### config.mk
export PLATFORM = sky130hd
export DESIGN_NAME = emc_regbank
export DESIGN_NICKNAME = d
export VERILOG_FILES = /design/src/rtl/emc_regs_pkg.sv /design/src/rtl/emc_reg_ctrl.sv /design/src/rtl/emc_reg_dp.sv /design/src/rtl/emc_regbank.sv
export SDC_FILE = /design/constraint.sdc
export NUM_CORES = 2
export LEC_CHECK = 0
export BUFFER_PORTS_ARGS = -buffer_cell sky130_fd_sc_hd__clkbuf_2
export CAP_MARGIN = 10
export CELL_PAD_IN_SITES_DETAIL_PLACEMENT = 0
export CELL_PAD_IN_SITES_GLOBAL_PLACEMENT = 2
export CORE_UTILIZATION = 25
export DETAILED_ROUTE_END_ITERATION = 8
export PLACE_DENSITY_LB_ADDON = 0.1
export SYNTH_ARGS = -nofsm -noshare
export SYNTH_HDL_FRONTEND = slang
export SYNTH_SLANG_ARGS = --single-unit
### constraint.sdc
create_clock -name clk -period 3.5 [get_ports clk]
set_input_delay 0.35 -clock clk [delete_from_list [all_inputs] [get_ports clk]]
set_output_delay 0.35 -clock clk [all_outputs]
set_load 0.01 [all_outputs]
### src/rtl/emc_regs_pkg.sv
package emc_regs_pkg;
  localparam int REG_W     = 32;
  localparam int ADDR_W    = 6;
  localparam int CAM_PAIRS = 16;

  localparam int IX_CAMCMD  = 0;
  localparam int IX_CAMEN   = 1;
  localparam int IX_CAMBASE = 2;
  localparam int IX_TXBASE  = IX_CAMBASE + 2 * CAM_PAIRS;
  localparam int IX_RXBASE  = IX_TXBASE + 1;
  localparam int IX_CMD     = IX_TXBASE + 2;
  localparam int IX_MIIADR  = IX_TXBASE + 4;
  localparam int IX_FIFOTH  = IX_TXBASE + 5;
  localparam int IX_MAXFRM  = IX_TXBASE + 8;
  localparam int IX_INTEN   = IX_TXBASE + 9;
  localparam int IX_ISTAT   = IX_TXBASE + 10;
  localparam int IX_MISSCNT = IX_TXBASE + 12;
  localparam int NUM_REGS   = IX_TXBASE + 21;

  localparam int CMD_SWR_BIT  = 24;
  localparam int CMD_TXON_BIT = 8;
  localparam int CMD_LONG_BIT = 1;
  localparam int CMD_RXON_BIT = 0;
  localparam int CAM_UNI_BIT  = 0;
  localparam int CAM_CMP_BIT  = 4;

  localparam logic [REG_W-1:0] INT_MASK = 32'h0185_0F19;

  typedef struct packed {
    logic busy;
    logic loadDefaults;
    logic wrValid;
  } regStrobe_t;

  function automatic logic [REG_W-1:0] regDefault(input int idx);
    logic [REG_W-1:0] v;
    v = '0;
    if (idx == IX_TXBASE || idx == IX_RXBASE) v = 32'hFFFF_FFFC;
    if (idx == IX_MIIADR)  v = 32'h0090_0000;
    if (idx == IX_FIFOTH)  v = 32'h0000_0101;
    if (idx == IX_MAXFRM)  v = 32'h0000_0800;
    if (idx == IX_MISSCNT) v = 32'h0000_7FFF;
    return v;
  endfunction
endpackage

### src/rtl/emc_reg_ctrl.sv
module emc_reg_ctrl
  import emc_regs_pkg::*;
#(
  parameter int RST_CYCLES = 16
) (
  input  logic              clk,
  input  logic              rstN,
  input  logic              busWrEn,
  input  logic [ADDR_W-1:0] busAddr,
  input  logic [REG_W-1:0]  busWrData,
  output regStrobe_t        stb
);
  localparam int CNT_W = $clog2(RST_CYCLES + 1);

  logic [CNT_W-1:0] rstCnt;
  logic             busy;
  logic             swrReq;
  logic             inRange;

  assign busy    = (rstCnt != '0);
  assign inRange = (int'(busAddr) < NUM_REGS);
  assign swrReq  = busWrEn && !busy && (int'(busAddr) == IX_CMD) && busWrData[CMD_SWR_BIT];

  always_ff @(posedge clk or negedge rstN) begin
    if (!rstN) begin
      rstCnt <= '0;
    end else if (swrReq) begin
      rstCnt <= CNT_W'(RST_CYCLES);
    end else if (busy) begin
      rstCnt <= rstCnt - 1'b1;
    end
  end

  always_comb begin
    stb.busy         = busy;
    stb.loadDefaults = swrReq;
    stb.wrValid      = busWrEn && !busy && !swrReq && inRange;
  end
endmodule

### src/rtl/emc_reg_dp.sv
module emc_reg_dp
  import emc_regs_pkg::*;
(
  input  logic              clk,
  input  logic              rstN,
  input  regStrobe_t        stb,
  input  logic [ADDR_W-1:0] busAddr,
  input  logic [REG_W-1:0]  busWrData,
  input  logic [REG_W-1:0]  intSet,
  output logic [REG_W-1:0]  busRdData,
  output logic [REG_W-1:0]  intStatQ,
  output logic              txIrq,
  output logic              rxIrq,
  output logic              txOn,
  output logic              rxOn,
  output logic              longPktOk,
  output logic              camAcceptUni,
  output logic              camCompareEn
);
  localparam int HALF = REG_W / 2;

  logic [REG_W-1:0] regQ [NUM_REGS];

  for (genvar i = 0; i < NUM_REGS; i++) begin : g_reg
    localparam logic [REG_W-1:0] RV = regDefault(i);
    logic hit;
    assign hit = stb.wrValid && (int'(busAddr) == i);

    if (i == IX_ISTAT) begin : g_w1c
      logic [REG_W-1:0] clrMask;
      logic [REG_W-1:0] setMask;
      assign clrMask = hit ? busWrData : '0;
      assign setMask = stb.busy ? '0 : intSet;
      always_ff @(posedge clk or negedge rstN) begin
        if (!rstN)                 regQ[i] <= RV;
        else if (stb.loadDefaults) regQ[i] <= RV;
        else                       regQ[i] <= ((regQ[i] & ~clrMask) | setMask) & INT_MASK;
      end
    end else begin : g_plain
      always_ff @(posedge clk or negedge rstN) begin
        if (!rstN)                 regQ[i] <= RV;
        else if (stb.loadDefaults) regQ[i] <= RV;
        else if (hit)              regQ[i] <= busWrData;
      end
    end
  end

  always_comb begin
    busRdData = '0;
    if (!stb.busy && int'(busAddr) < NUM_REGS) busRdData = regQ[busAddr];
  end

  assign intStatQ     = regQ[IX_ISTAT];
  assign txIrq        = |(regQ[IX_ISTAT][REG_W-1:HALF] & regQ[IX_INTEN][REG_W-1:HALF]);
  assign rxIrq        = |(regQ[IX_ISTAT][HALF-1:0] & regQ[IX_INTEN][HALF-1:0]);
  assign txOn         = regQ[IX_CMD][CMD_TXON_BIT];
  assign rxOn         = regQ[IX_CMD][CMD_RXON_BIT];
  assign longPktOk    = regQ[IX_CMD][CMD_LONG_BIT];
  assign camAcceptUni = regQ[IX_CAMCMD][CAM_UNI_BIT];
  assign camCompareEn = regQ[IX_CAMCMD][CAM_CMP_BIT];
endmodule

### src/rtl/emc_regbank.sv
module emc_regbank
  import emc_regs_pkg::*;
#(
  parameter int RST_CYCLES = 16
) (
  input  logic        clk,
  input  logic        rstN,
  input  logic        busWrEn,
  input  logic [5:0]  busAddr,
  input  logic [31:0] busWrData,
  output logic [31:0] busRdData,
  input  logic [31:0] intSet,
  output logic        txIrq,
  output logic        rxIrq,
  output logic        txOn,
  output logic        rxOn,
  output logic        longPktOk,
  output logic        camAcceptUni,
  output logic        camCompareEn
);
  regStrobe_t       stb;
  logic [REG_W-1:0] intStatQ;

  emc_reg_ctrl #(.RST_CYCLES(RST_CYCLES)) u_ctrl (
    .clk(clk), .rstN(rstN), .busWrEn(busWrEn), .busAddr(busAddr),
    .busWrData(busWrData), .stb(stb)
  );

  emc_reg_dp u_dp (
    .clk(clk), .rstN(rstN), .stb(stb), .busAddr(busAddr),
    .busWrData(busWrData), .intSet(intSet), .busRdData(busRdData),
    .intStatQ(intStatQ), .txIrq(txIrq), .rxIrq(rxIrq), .txOn(txOn),
    .rxOn(rxOn), .longPktOk(longPktOk), .camAcceptUni(camAcceptUni),
    .camCompareEn(camCompareEn)
  );
endmodule

### Word-level counts from Yosys, hierarchy flattened

Cells that the tools add are included.

| storage, ports and cells | value |
|---|---|
| flip-flop bits (word level) | 1,758 |
| logic and storage cells | 358 |
| output and inout bits | 39 |
| bits of input ports | 73 |

| operators by class | value |
|---|---|
| reductions and logical operators | 122 |
| multiplexer cells | 117 |
| magnitude comparators | 2 |
| bitwise operators | 6 |
| add/sub/neg operators | 1 |
| eq/ne operators | 54 |

Operators with widths:

| operator | number |
|---|---|
| 32-bit 2-to-1 mux | 111 |
| 32-bit binary-select mux with 6-bit select | 1 |
| 6-bit equality test, second input constant | 32 |
| 2-bit nonzero test | 55 |
| 6-bit by 5-bit equality test with 1-bit output, second input constant | 15 |
| 25-bit 2-to-1 mux | 3 |
| 1-bit logical AND | 61 |
| 16-bit OR reduction | 2 |
| 25-bit bitwise AND | 1 |
| 25-bit inverter | 1 |
| 25-bit bitwise OR | 1 |
| 6-bit by 4-bit equality test with 1-bit output, second input constant | 4 |
| 16-bit bitwise AND | 1 |
| 9-bit by 16-bit bitwise AND with 16-bit output | 1 |
| 6-bit by 3-bit equality test with 1-bit output, second input constant | 2 |
| 5-bit 2-to-1 mux | 2 |
| 7-bit >= comparator, second input constant | 1 |
| 6-bit inverter with 7-bit output | 1 |
| 6-bit by 2-bit equality test with 1-bit output, second input constant | 1 |
| 6-bit zero test | 1 |
| 6-bit less-than comparator, second input constant | 1 |
| 5-bit nonzero test | 1 |
| 5-bit by 1-bit subtractor with 5-bit output, second input constant | 1 |
| 1-bit zero test | 2 |

### Longest topological paths before layout

| depth | value |
|---|---|
| depth in word-level cells | 14 |
| gate-level depth with buffers | 12 |
| depth with buffers taken out | 7 |

### Modules after synthesis

Synthesis repeated with hierarchy kept, for this count alone.

| unflattened totals | value |
|---|---|
| cell total of the unflattened synthesis | 9,236 |
| area, all modules | 84,915.2 µm² |

Modules (own cells, without submodules):

| module | instances | cells each | area each (µm²) | seq. area each (µm²) |
|---|---|---|---|---|
| emc_reg_dp | 1 | 9,200 | 84,572.4 | 43,616.8 |
| emc_reg_ctrl | 1 | 36 | 342.8 | 125.1 |

### Least setup slack after synthesis

No wires, ideal clock.

| timing path | value |
|---|---|
| path kind | input-to-output |
| start point | input port busAddr[0] |
| end point | output port busRdData[22] |
| stages on the path | 8 |
| required time | 3,150 ps |
| buffers on the path | 4 |
| data arrival time | 2,315 ps |
| setup slack | 835 ps |
| path through | buf_2 > buf_4 > buf_2 > buf_2 > mux4_2 > a22oi_1 > a21oi_1 > a211o_1 |

| between the ends | value |
|---|---|
| longest elaborated chain between the ends | 5 |
| elaborated cells between the ends (all ways) | 7 |
| those cells by class | order compare: 1; mux: 4; bitwise: 1; reduce/logical: 1 |

RTL lines:

| element | RTL line | source |
|---|---|---|
| from (decl) | emc_regbank.sv:9 | `input logic [5:0] busAddr,` |
| 6-bit inverter with 7-bit output (not written as such) | emc_reg_dp.sv:50 | `if (!stb.busy && int'(busAddr) < NUM_REGS) busRdData = regQ[busAddr];` |
| 32-bit binary-select mux with 6-bit select | emc_reg_dp.sv:50 |  |
| 32-bit 2-to-1 mux (not written as such) (2 in series) | emc_reg_dp.sv:50 |  |
| 32-bit 2-to-1 mux (*) | emc_reg_dp.sv:50 |  |
| to (decl) | emc_regbank.sv:11 | `output logic [31:0] busRdData,` |

Every way passes the cells marked *; elsewhere a longest branch is shown, timed or not. The select of a mux whose other input is x is not followed.

### Worst setup path after layout

| timing path | value |
|---|---|
| start point | register u_ctrl.rstCnt[0] |
| end point | output port busRdData[5] |

| between the ends | value |
|---|---|
| longest elaborated chain between the ends | 4 |

RTL lines:

| element | RTL line | source |
|---|---|---|
| from (decl) | emc_reg_ctrl.sv:15 | `logic [CNT_W-1:0] rstCnt;` |
| from (signal assigned) | emc_reg_ctrl.sv:28 | `rstCnt <= CNT_W'(RST_CYCLES);` |
| from (signal assigned) | emc_reg_ctrl.sv:30 | `rstCnt <= rstCnt - 1'b1;` |
| 5-bit nonzero test | emc_reg_ctrl.sv:20 | `assign busy = (rstCnt != '0);` |
| 1-bit zero test | emc_reg_dp.sv:50 |  |
| 1-bit logical AND | emc_reg_dp.sv:50 |  |
| 32-bit 2-to-1 mux | emc_reg_dp.sv:50 |  |

No other way between the ends.

==> flow_summary.yaml <==
run_status:
  status: "complete, but fails checks"
  failed_checks: "negative setup slack"
worst_hold_path:
  hold_class: "in -> reg"
synthesis:
  synth_area_per_cell_sq_um: 9.188
  syn_nets: 9196
  ys_types: 66
  synth-edff-count: 0
  syn_inst: 9121
  seq_area_frac_synth: 0.5220
  yosys_most_used_dff: "dfrtp_1"
  async_flop_share: 1.000
  syn_area_sq_um: 83800
  synth_seq_cells: 1744
  yosysWarnings: 0
timing:
  setup_ws_ns: -0.3045
  rsz0062_at_grt: "yes"
  final_hold_viol_count: 0
  fmax_mhz: 262.8
  worstMarginPinSlew_ns: 1.210
  hold_ws_ns: 0.05568
  period_needed_ns: 3.805
  setup_viol: 22
  skew_ns: 0.03773
  slew_headroom: 0.1936
  maxSlewViolCount: 0
  post-route-period-util: 1.087
cells_and_area:
  fin_nets: 9405
  final_cell_mix: "nand2_1, dfrtp_1, a21oi_1, buf_4, mux4_2"
  fin_cells: 13910
  layout_commonest_cell: "nand2_1"
  syn2layout_area_growth_pct: 24.19
  fill_cells: 34190
  drive_gt1_frac: 0.2027
cts:
  cts.reportedPaths.clkPinSlew_ns: 0.06
  cts_buffers: 224
  tritoncts: "done"
  clockBufferDepth: 4
  root_buffer: "clkbuf_16"
  clkSinkCount: 1744
  htreeDepth: 4
  clk_latency_ns: 0.94
critical_path:
  end_kind: "output pin"
  startpoint: "u_ctrl.rstCnt[0]$_DFFE_PN0P_"
  cp_cell_sequence: "inv_2, ha_4, or4b_4, buf_12, nor2_4, buf_6, o21ai_1, a221oi_2, buf_4, a32o_2, buf_6"
  slowest_stage: "or4b_4"
  path_depth: 11
  cp-endpoint: "busRdData[5]"
  worstSetupPathType: "reg -> out"
  crit_buf_inv: 5
  worstSetupStartpointType: "register"
  required_ns: 3.15
  r2r_setup_slack_ns: 0.36
  reg2regPathDepth: 11
  timing.rr.start: "u_ctrl.rstCnt[0]$_DFFE_PN0P_"
  reg2reg_to: "u_dp.intStatQ[24]$_DFF_PN0_"
  cp_top_family: "buffers and inverters"
  cp_max_fo: 4
  max_stage_delay_ns: 0.47
  cp.arrival_ns: 3.45
  crit_top_cell: "buf_6"
grt:
  grt_use_total: 0.2455
  grt_pass1_wl_um: 590400
  grt_overflow_total: 0
  grt_max_degree: 88
  antenna_found_initial: 21
  grt_busiest_layer: "met2"
  grt_util_met2: 0.4088
  grt_pass1_vias: 70550
  met3_usage: 0.02349
  use_met1: 0.3349
floorplanning:
  die_h_um: 581.0
  start_util: 0.2513
  ios: 112
  rows: 212
  die_area_sq_um: 337500
  core_area_sq_um: 333400
  dieWidth_um: 581.0
drt:
  drc: 0
  drt-total-wl_um: 420800
  viasPerCell: 5.059
  wl_per_cell_um: 30.26
  firstDrtPassIters: 5
  detail-route-antenna-nets: 0
  routed-via-count: 70360
  first_iter_violations: 6476
flow_run:
  maxCapViolations: 0
placement:
  port_buffers: 90
  dp_hpwl_um: 261400
  dp.cells: 13430
  gp_congestion: 0.8232
power:
  power_leakage_uw: 0.04326
  ir_worst_vdd_mv: 0.4353
  p_per_area_nw_per_um2: 490.2
## cell usage after synthesis, types with 5 or more instances
library cell	number	share of area
o21ai_0	83	0.0050
a211o_1	6	0.00063
a211oi_1	63	0.0056
nor4_1	13	0.00097
nand3_1	128	0.0076
o22ai_1	41	0.0031
a311oi_1	8	0.00084
a22oi_1	60	0.0054
buf_4	114	0.010
or3_1	5	0.00037
mux4_2	357	0.096
a221oi_1	31	0.0032
and3_1	6	0.00045
dfstp_2	80	0.025
o2bb2ai_1	6	0.00063
a21oi_1	1617	0.097
nor2b_1	14	0.0010
inv_1	8	0.00036
o211ai_1	7	0.00063
buf_1	43	0.0019
nand2b_1	5	0.00037
or2_2	8	0.00060
nor2_1	164	0.0073
nor3_1	42	0.0025
o22a_1	7	0.00073
a221o_1	11	0.0013
a31oi_1	6	0.00045
clkbuf_1	559	0.025
a32oi_1	7	0.00073
mux2i_1	144	0.017
a32o_1	9	0.0011
dfrtp_1	1664	0.50
nand2_1	3517	0.16
buf_2	196	0.012
mux2_2	33	0.0044
## logic make-up (layout without fill, tap and decap cells)
family,count (synthesis),count (layout),share of synthesized area
simple gates,3935,3935,0.1827
other cells,0,7,0
mux,534,534,0.1176
xor+xnor,1,1,0.0001045
compound gates,1983,1983,0.1280
fa+ha+maj,2,2,0.0002986
buf+inv,922,1314,0.04933
flops,1744,1744,0.5220
## power by group
group	internal [uW]	switching (uW)
Clock	13800	9970
Sequential	21200	595
Combinational	2080	3400
## metrics by stage
stage | setup TNS, ns | area (sq um) | total power, uW | util | setup slack [ns]
4_1_cts | -4.665 | 103700 | 51710 | 0.3110 | -0.4198
3_3_place_gp | -4.622 | 94520 | 27150 | 0.2835 | -0.8859
5_1_grt | -5.511 | 104100 | 52930 | 0.3121 | -0.3684
6_report | -3.587 | 104100 | 51020 | 0.3121 | -0.3045
2_1_floorplan | 0 | 83800 | 24250 | - | 0.8354
3_5_place_dp | -3.753 | 94530 | 27210 | 0.2835 | -0.4861
## layout make-up
| cell class | count | area [sq um] | area share |
|---|---|---|---|
| flip-flops and latches | 1744 | 43740 | 0.4203 |
| inverters | 10 | 42.54 | 0.0004088 |
| repair buffers | 895 | 9768 | 0.09386 |
| multi-input cells | 6455 | 37600 | 0.3613 |
| clock buffers | 350 | 6760 | 0.06496 |
| clock inverters | 59 | 648.1 | 0.006228 |
| well taps | 4387 | 5489 | 0.05274 |
| diodes | 7 | 17.52 | 0.0001683 |
## worst min-delay path by stage
stage	slack (ns)	end	cells past startpoint	startpoint
floorplan	0.05	u_ctrl.rstCnt[0]$_DFFE_PN0P_	0	rstN
global placement	0.45	u_dp.regQ[664]$_DFFE_PN1P_	2	u_dp.regQ[664]$_DFFE_PN1P_
detailed placement	0.45	u_dp.regQ[632]$_DFFE_PN1P_	2	u_dp.regQ[632]$_DFFE_PN1P_
CTS	0.001	u_dp.regQ[29]$_DFFE_PN0P_	3	busWrData[29]
global route	0.05	u_dp.regQ[29]$_DFFE_PN0P_	3	busWrData[29]
finish	0.06	u_dp.regQ[1510]$_DFFE_PN0P_	3	busWrData[6]
## sequential cells by signal (all words and copies together) (netlist names)
| register | flops |
|---|---|
| u_dp.regQ | 1723 |
| u_dp.intStatQ | 11 |
| u_ctrl.rstCnt | 5 |
| u_dp.camAcceptUni | 1 |
| u_dp.camCompareEn | 1 |
| u_dp.longPktOk | 1 |
| u_dp.rxOn | 1 |
| u_dp.txOn | 1 |
## layer usage
layer,up-vias,wire length (um)
met3,504,17160
met5,-,0
met2,1889,202600
li1,31150,-
met4,0,14310
met1,36810,186700
## worst reg2reg max path, stage by stage, from the launching register on
cell,delay (ns)
dfrtp_1,0.39
inv_2,0.09
ha_4,0.14
or4b_4,0.47
buf_12,0.17
buf_4,0.20
nor3_4,0.22
nand2_2,0.10
buf_4,0.35
nand2_1,0.26
a21oi_1,0.08
dlygate4sd3_1,0.56
## timing repair
item | in CTS | in global routing
gates resized for setup | 233 | 71
pin swaps | 36 | 34
setup endpoints to repair | 32 | 28
hold buffers | 36 | 0
buffers inserted | 25 | 19
hold endpoints to repair | 351 | 0
Note: power is estimated with default switching activity, not from simulation.
